**src/rtl/lcdh_pkg.sv**
```systemverilog
package lcdh_pkg;
   localparam logic [1:0] LV_VSS = 2'b00;
   localparam logic [1:0] LV_MID = 2'b01;
   localparam logic [1:0] LV_VDD = 2'b10;
   localparam int         NUM_COM = 2;

   function automatic logic [1:0] lv_flip(input logic [1:0] lv);
      return (lv == LV_VDD) ? LV_VSS : LV_VDD;
   endfunction
endpackage

```
**src/rtl/lcdh_frame_timer.sv**
```systemverilog
module lcdh_frame_timer #(
   parameter int FRAME_DIV = 512
) (
   input  logic       clk,
   input  logic       rst,
   input  logic       hold,
   input  logic       tick,
   output logic [1:0] quarter
);
   localparam int CW = $clog2(FRAME_DIV);

   logic [CW-1:0] cnt;

   always_ff @(posedge clk) begin
      if (rst || hold)
         cnt <= '0;
      else if (tick)
         cnt <= cnt + 1'b1;
   end

   assign quarter = cnt[CW-1:CW-2];
endmodule

```
**src/rtl/lcdh_com_gen.sv**
```systemverilog
module lcdh_com_gen
   import lcdh_pkg::*;
(
   input  logic [1:0]           quarter,
   input  logic                 dark,
   output logic [2*NUM_COM-1:0] com_lv
);
   logic [1:0] act_lv;
   assign act_lv = quarter[1] ? LV_VSS : LV_VDD;

   for (genvar c = 0; c < NUM_COM; c++) begin : g_com
      assign com_lv[2*c+1:2*c] = dark ? LV_VSS :
                                 (quarter[0] == 1'(c)) ? act_lv : LV_MID;
   end
endmodule

```
**src/rtl/lcdh_seg_lane.sv**
```systemverilog
module lcdh_seg_lane
   import lcdh_pkg::*;
(
   input  logic [1:0] bits,
   input  logic [1:0] quarter,
   input  logic       dark,
   output logic [1:0] lv
);
   logic       on_bit;
   logic [1:0] act_lv;

   assign on_bit = quarter[0] ? bits[1] : bits[0];
   assign act_lv = quarter[1] ? LV_VSS : LV_VDD;
   assign lv     = dark ? LV_VSS : (on_bit ? lv_flip(act_lv) : act_lv);
endmodule

```
**src/rtl/lcd_halfduty_drv.sv**
```systemverilog
module lcd_halfduty_drv
   import lcdh_pkg::*;
#(
   parameter int SEG_PINS  = 45,
   parameter int PORT_PINS = 4,
   parameter int FRAME_DIV = 512
) (
   input  logic                    clk,
   input  logic                    rst,
   input  logic                    osc_tick,
   input  logic [2*SEG_PINS-1:0]   disp,
   input  logic                    seg_on,
   input  logic [1:0]              sleep_sel,
   input  logic [1:0]              port_sel,
   input  logic [PORT_PINS-1:0]    port_val,
   output logic [2*NUM_COM-1:0]    com_o,
   output logic [2*SEG_PINS-1:0]   seg_o
);
   localparam int DISP_W = 2 * SEG_PINS;

   if (SEG_PINS < 1 || PORT_PINS < 2 || PORT_PINS > SEG_PINS) begin : g_bad_pins
      $error("lcd_halfduty_drv: pin parameters out of range");
   end
   if (FRAME_DIV < 4 || (FRAME_DIV & (FRAME_DIV - 1)) != 0) begin : g_bad_div
      $error("lcd_halfduty_drv: FRAME_DIV must be a power of two >= 4");
   end

   logic                        sleeping;
   logic                        dark;
   logic [1:0]                  quarter;
   logic [2*NUM_COM-1:0]        com_nxt;
   logic [SEG_PINS-1:0][1:0]    seg_nxt;
   logic [2*NUM_COM-1:0]        com_q;
   logic [DISP_W-1:0]           seg_q;

   assign sleeping = (sleep_sel != 2'b00);
   assign dark     = sleeping || !seg_on;

   lcdh_frame_timer #(.FRAME_DIV(FRAME_DIV)) u_timer (
      .clk     (clk),
      .rst     (rst),
      .hold    (sleeping),
      .tick    (osc_tick),
      .quarter (quarter)
   );

   lcdh_com_gen u_com (
      .quarter (quarter),
      .dark    (dark),
      .com_lv  (com_nxt)
   );

   for (genvar i = 0; i < SEG_PINS; i++) begin : g_pin
      logic [1:0] lane_lv;

      lcdh_seg_lane u_lane (
         .bits    (disp[2*i+1:2*i]),
         .quarter (quarter),
         .dark    (dark),
         .lv      (lane_lv)
      );

      if (i < PORT_PINS) begin : g_port
         logic pen;
         assign pen = (port_sel == 2'd3) ||
                      (port_sel == 2'd2 && i < 2) ||
                      (port_sel == 2'd1 && i < 1);
         assign seg_nxt[i] = pen ? (port_val[i] ? LV_VDD : LV_VSS) : lane_lv;
      end else begin : g_disp
         assign seg_nxt[i] = lane_lv;
      end
   end

   always_ff @(posedge clk) begin
      if (rst) begin
         com_q <= '0;
         seg_q <= '0;
      end else begin
         com_q <= com_nxt;
         seg_q <= seg_nxt;
      end
   end

   assign com_o = com_q;
   assign seg_o = seg_q;
endmodule

```
**config.mk**
```make
export PLATFORM = sky130hd
export DESIGN_NAME = lcd_halfduty_drv
export DESIGN_NICKNAME = d
export VERILOG_FILES = /design/src/rtl/lcdh_pkg.sv /design/src/rtl/lcdh_frame_timer.sv /design/src/rtl/lcdh_com_gen.sv /design/src/rtl/lcdh_seg_lane.sv /design/src/rtl/lcd_halfduty_drv.sv
export SDC_FILE = /design/constraint.sdc
export NUM_CORES = 1
export LEC_CHECK = 0
export ABC_AREA = 1
export BUFFER_PORTS_ARGS = -buffer_cell sky130_fd_sc_hd__buf_2
export CAP_MARGIN = 20
export CORE_MARGIN = 2
export CORE_UTILIZATION = 44
export CTS_CLUSTER_SIZE = 12
export DETAILED_ROUTE_END_ITERATION = 7
export PLACE_DENSITY = 0.81
export SLEW_MARGIN = 30
export SYNTH_ARGS = -nofsm -noshare
export SYNTH_HDL_FRONTEND = slang
export SYNTH_SLANG_ARGS = --single-unit
```
**constraint.sdc**
```tcl
create_clock -name clk -period 1.1 [get_ports clk]
set_input_delay 0.11 -clock clk [delete_from_list [all_inputs] [get_ports clk]]
set_output_delay 0.11 -clock clk [all_outputs]
set_load 0.01 [all_outputs]
```
==> results.cfg <==
[setup_path]
critical_path.startpoint = u_timer.cnt[1]
worst-endpoint-arrival_ps = 1330
path_delay_family = flip-flops
setup.worst_path.start_class = flip-flop
crit_fanout = 5
worstPathRequired_ps = 1330
worstSetupEndpointType = flip-flop
critPathSlowestCell = dfxtp_2
max_stage_delay_ps = 350
crit_chain = ha_4, nand2_4, nor2_4, buf_4, a21oi_1, o21a_1
rr_startpoint = u_timer.cnt[1]
worst-path-buf-inv = 1
r2r_setup_slack_ps = -4
path_class = flip-flop to flip-flop

[clock_network]
clock_path_buffers = 2
cts_inserted_buffers = 9
cts.reportedPaths.clkPinSlew_ps = 60
clock_sinks = 58
cts.root.buffer_cell = clkbuf_8
clk-insertion-delay-late_ps = 340
ctsHtreeMaxLevel = 3
tritoncts = built

[logic_synthesis]
postSynthAreaPerCell_um2 = 6.89
number_of_library_cell_types_mapped_by_synthesis = 24
edff_count_synth = 0
netlist.top_cell.by_area = dfxtp_1
yosys.cell_count.top_type = nand2_1
synth_async_sr_flop_share_pct = 0
netlist_top_cells_count = nand2_1 (199), dfxtp_1 (58), nand3_1 (56)
synth_area_um2 = 3330
post-synth-top-area-fraction_pct = 34.9
yosysSeqAreaShare_pct = 34.9
synth_flop_cell = dfxtp_1
top_post_synthesis_cells_by_area = dfxtp_1 (35%), nand2_1 (22%), buf_4 (11%)
synth_warnings = 0
post_synth_inst_count = 483
total_of_flip_flops_plus_latches_after_synthesis = 58

[routing]
drtIter0Drc = 124
drt-pass1-iter-count = 4
ant_nets = 0
drc_violations_left = 0
route.vias.total = 3484
wirelength_um = 9150
avgRoutedWirePerCell_um = 12.3
route.detailed.vias_per_inst = 4.68

[cells_and_area]
fin_nets = 743
stdcell_count = 745
fraction_of_final_layout_cells_sized_beyond_drive_strength_1_pct = 40.2
syn2layout_area_growth_pct = 36.4

[run_status]
violations = setup timing
status = complete, but fails checks

[floorplanning]
die-height_um = 91.0
starting_density_pct = 45.7
floorplan.rows = 31
die_area_um2 = 8280
fp.dieW_um = 91.0
core_area_um2 = 7290
ioPinCount = 196

[global_route]
first_global_vias = 3155
overall_track_demand_over_capacity_in_global_routing_pct = 19.8
grt.overflow.total = 0
use_met3_pct = 4.40
wire_length_of_the_first_global_routing_pass_um = 13400
grt_start_max_net_pins = 35
grt-busiest-layer = met2
gr-usage-met1_pct = 21.3
grt_antenna_before_repair = 1
groute.layer.met2.usage_pct = 36.9

[timing]
fin_ws_ps = -3.94
rsz0062_at_grt = true
fin_crit_ps = 1100
timing.setup.tns_ps = -3.94
final_hold_viol_count = 0
skew_ps = 9.27
period_share_pct = 100
setup_viol = 1
slew_violations = 0
max_freq_mhz = 906
hold_ws_ps = 32.6

[placed_design]
pre_cts_ws_ps = -51.3
hpwl_um = 6460
port_buffers = 150
place.gp.congestion = 0.781
dp_cells = 721

[run]
drv.max_cap_violation_count = 0

[power_and_ir_drop]
vdd_ir_drop_max_uv = 516
power_frac_comb_pct = 11.9
static_leakage_nw = 2.44
swShare_pct = 24.3
power.clock.fraction_pct = 44.5
p_sw_w = 0.00119
sequentialPowerShare_pct = 43.6
p_int_w = 0.00372
powerDensity_nw_per_um2 = 1080

[hold_path]
worst_hold_startpoint = port_val[3]
holdCritPathClass = input pin to flip-flop
## tightest hold or removal path, cell delays in order
cell and delay, ps:
buf_2 100, nand2_1 50, a21oi_1 50
## layout make-up
cell class,count,area [µm²]
Tap cell,99,124
Clock buffer,11,141
Timing Repair Buffer,172,1090
Multi-Input combinational cell,379,1850
Fill cell,687,2750
Antenna cell,1,2.50
Clock inverter,5,77.6
Inverter,20,92.6
Sequential cell,58,1170
## metal layers
metal	wire, µm	up-vias	part of all wire (%)
met2	4930	134	54
met3	637	12	7.0
li1	-	1757	-
met1	3440	1581	38
met5	0	-	0
met4	144	0	1.6
## worst paths after layout
check | endpoint | depth (start not counted)
max | u_timer.cnt[4] | 6
min | seg_o[7] | 3
max reg2reg | u_timer.cnt[4] | 6
min reg2reg | u_timer.cnt[2] | 2
## power by group through the flow
stage,registers (W),logic (W),clock network (W)
after floorplan,0.00221,0.000380,0
after global placement,0.00219,0.000526,0
after detailed placement,0.00219,0.000540,0
after CTS,0.00214,0.000545,0.00223
after global routing,0.00214,0.000648,0.00231
final,0.00214,0.000584,0.00219
## flip-flops by register name, indices dropped and copies added, names as in the netlist
signal / cells
seg_o: 45
u_timer.cnt: 9
com_o: 4
## cells in the final DEF, fill, tap and decap left out, types with 2 or more instances in the layout
| cell type | netlist | layout |
|---|---|---|
| a21oi_1 | 32 | 28 |
| a21oi_2 | 18 | 22 |
| buf_12 | 0 | 8 |
| buf_2 | 6 | 150 |
| buf_4 | 51 | 6 |
| buf_6 | 11 | 4 |
| bufinv_16 | 0 | 2 |
| clkbuf_16 | 0 | 3 |
| clkbuf_8 | 0 | 10 |
| clkinv_2 | 0 | 2 |
| conb_1 | 1 | 45 |
| dfxtp_1 | 58 | 54 |
| dfxtp_2 | 0 | 3 |
| inv_1 | 18 | 18 |
| nand2_1 | 199 | 166 |
| nand2_2 | 2 | 33 |
| nand2_4 | 2 | 4 |
| nand3_1 | 56 | 53 |
| nand3_2 | 0 | 3 |
| nor2_1 | 12 | 12 |
| nor2_4 | 3 | 3 |
| nor3_1 | 2 | 2 |
| o21ai_0 | 2 | 2 |
## through the flow
step | total power (W) | area (µm²) | util (%)
global route | 0.00511 | 4540 | 62.3
global placement | 0.00272 | 4040 | 55.4
detailed placement | 0.00273 | 4040 | 55.4
floorplan | 0.00259 | 3490 | -
finish | 0.00491 | 4540 | 62.3
CTS | 0.00491 | 4270 | 58.6
## logic make-up after synthesis
kind of cell               share of synthesized area, %
AOI/OAI and AO/OA                                  10.1
xor gates and xnor gates                          0.263
adders and majority gates                         0.376
buffers and inverters                              18.9
DFF                                                34.9
muxes                                             0.301
other                                             0.113
and+or+nand+nor                                    35.1
## what timing repair did
| item | in CTS | in global routing |
|---|---|---|
| hold buffers | 1 | 0 |
| gates cloned | 0 | 4 |
| pin swaps | 0 | 24 |
| setup buffers | 0 | 2 |
| hold endpoints to repair | 4 | 0 |
| endpoints found under the setup margin | 29 | 31 |
| gates resized for setup | 1 | 52 |
No activity file was read; power rests on OpenSTA's default activity.
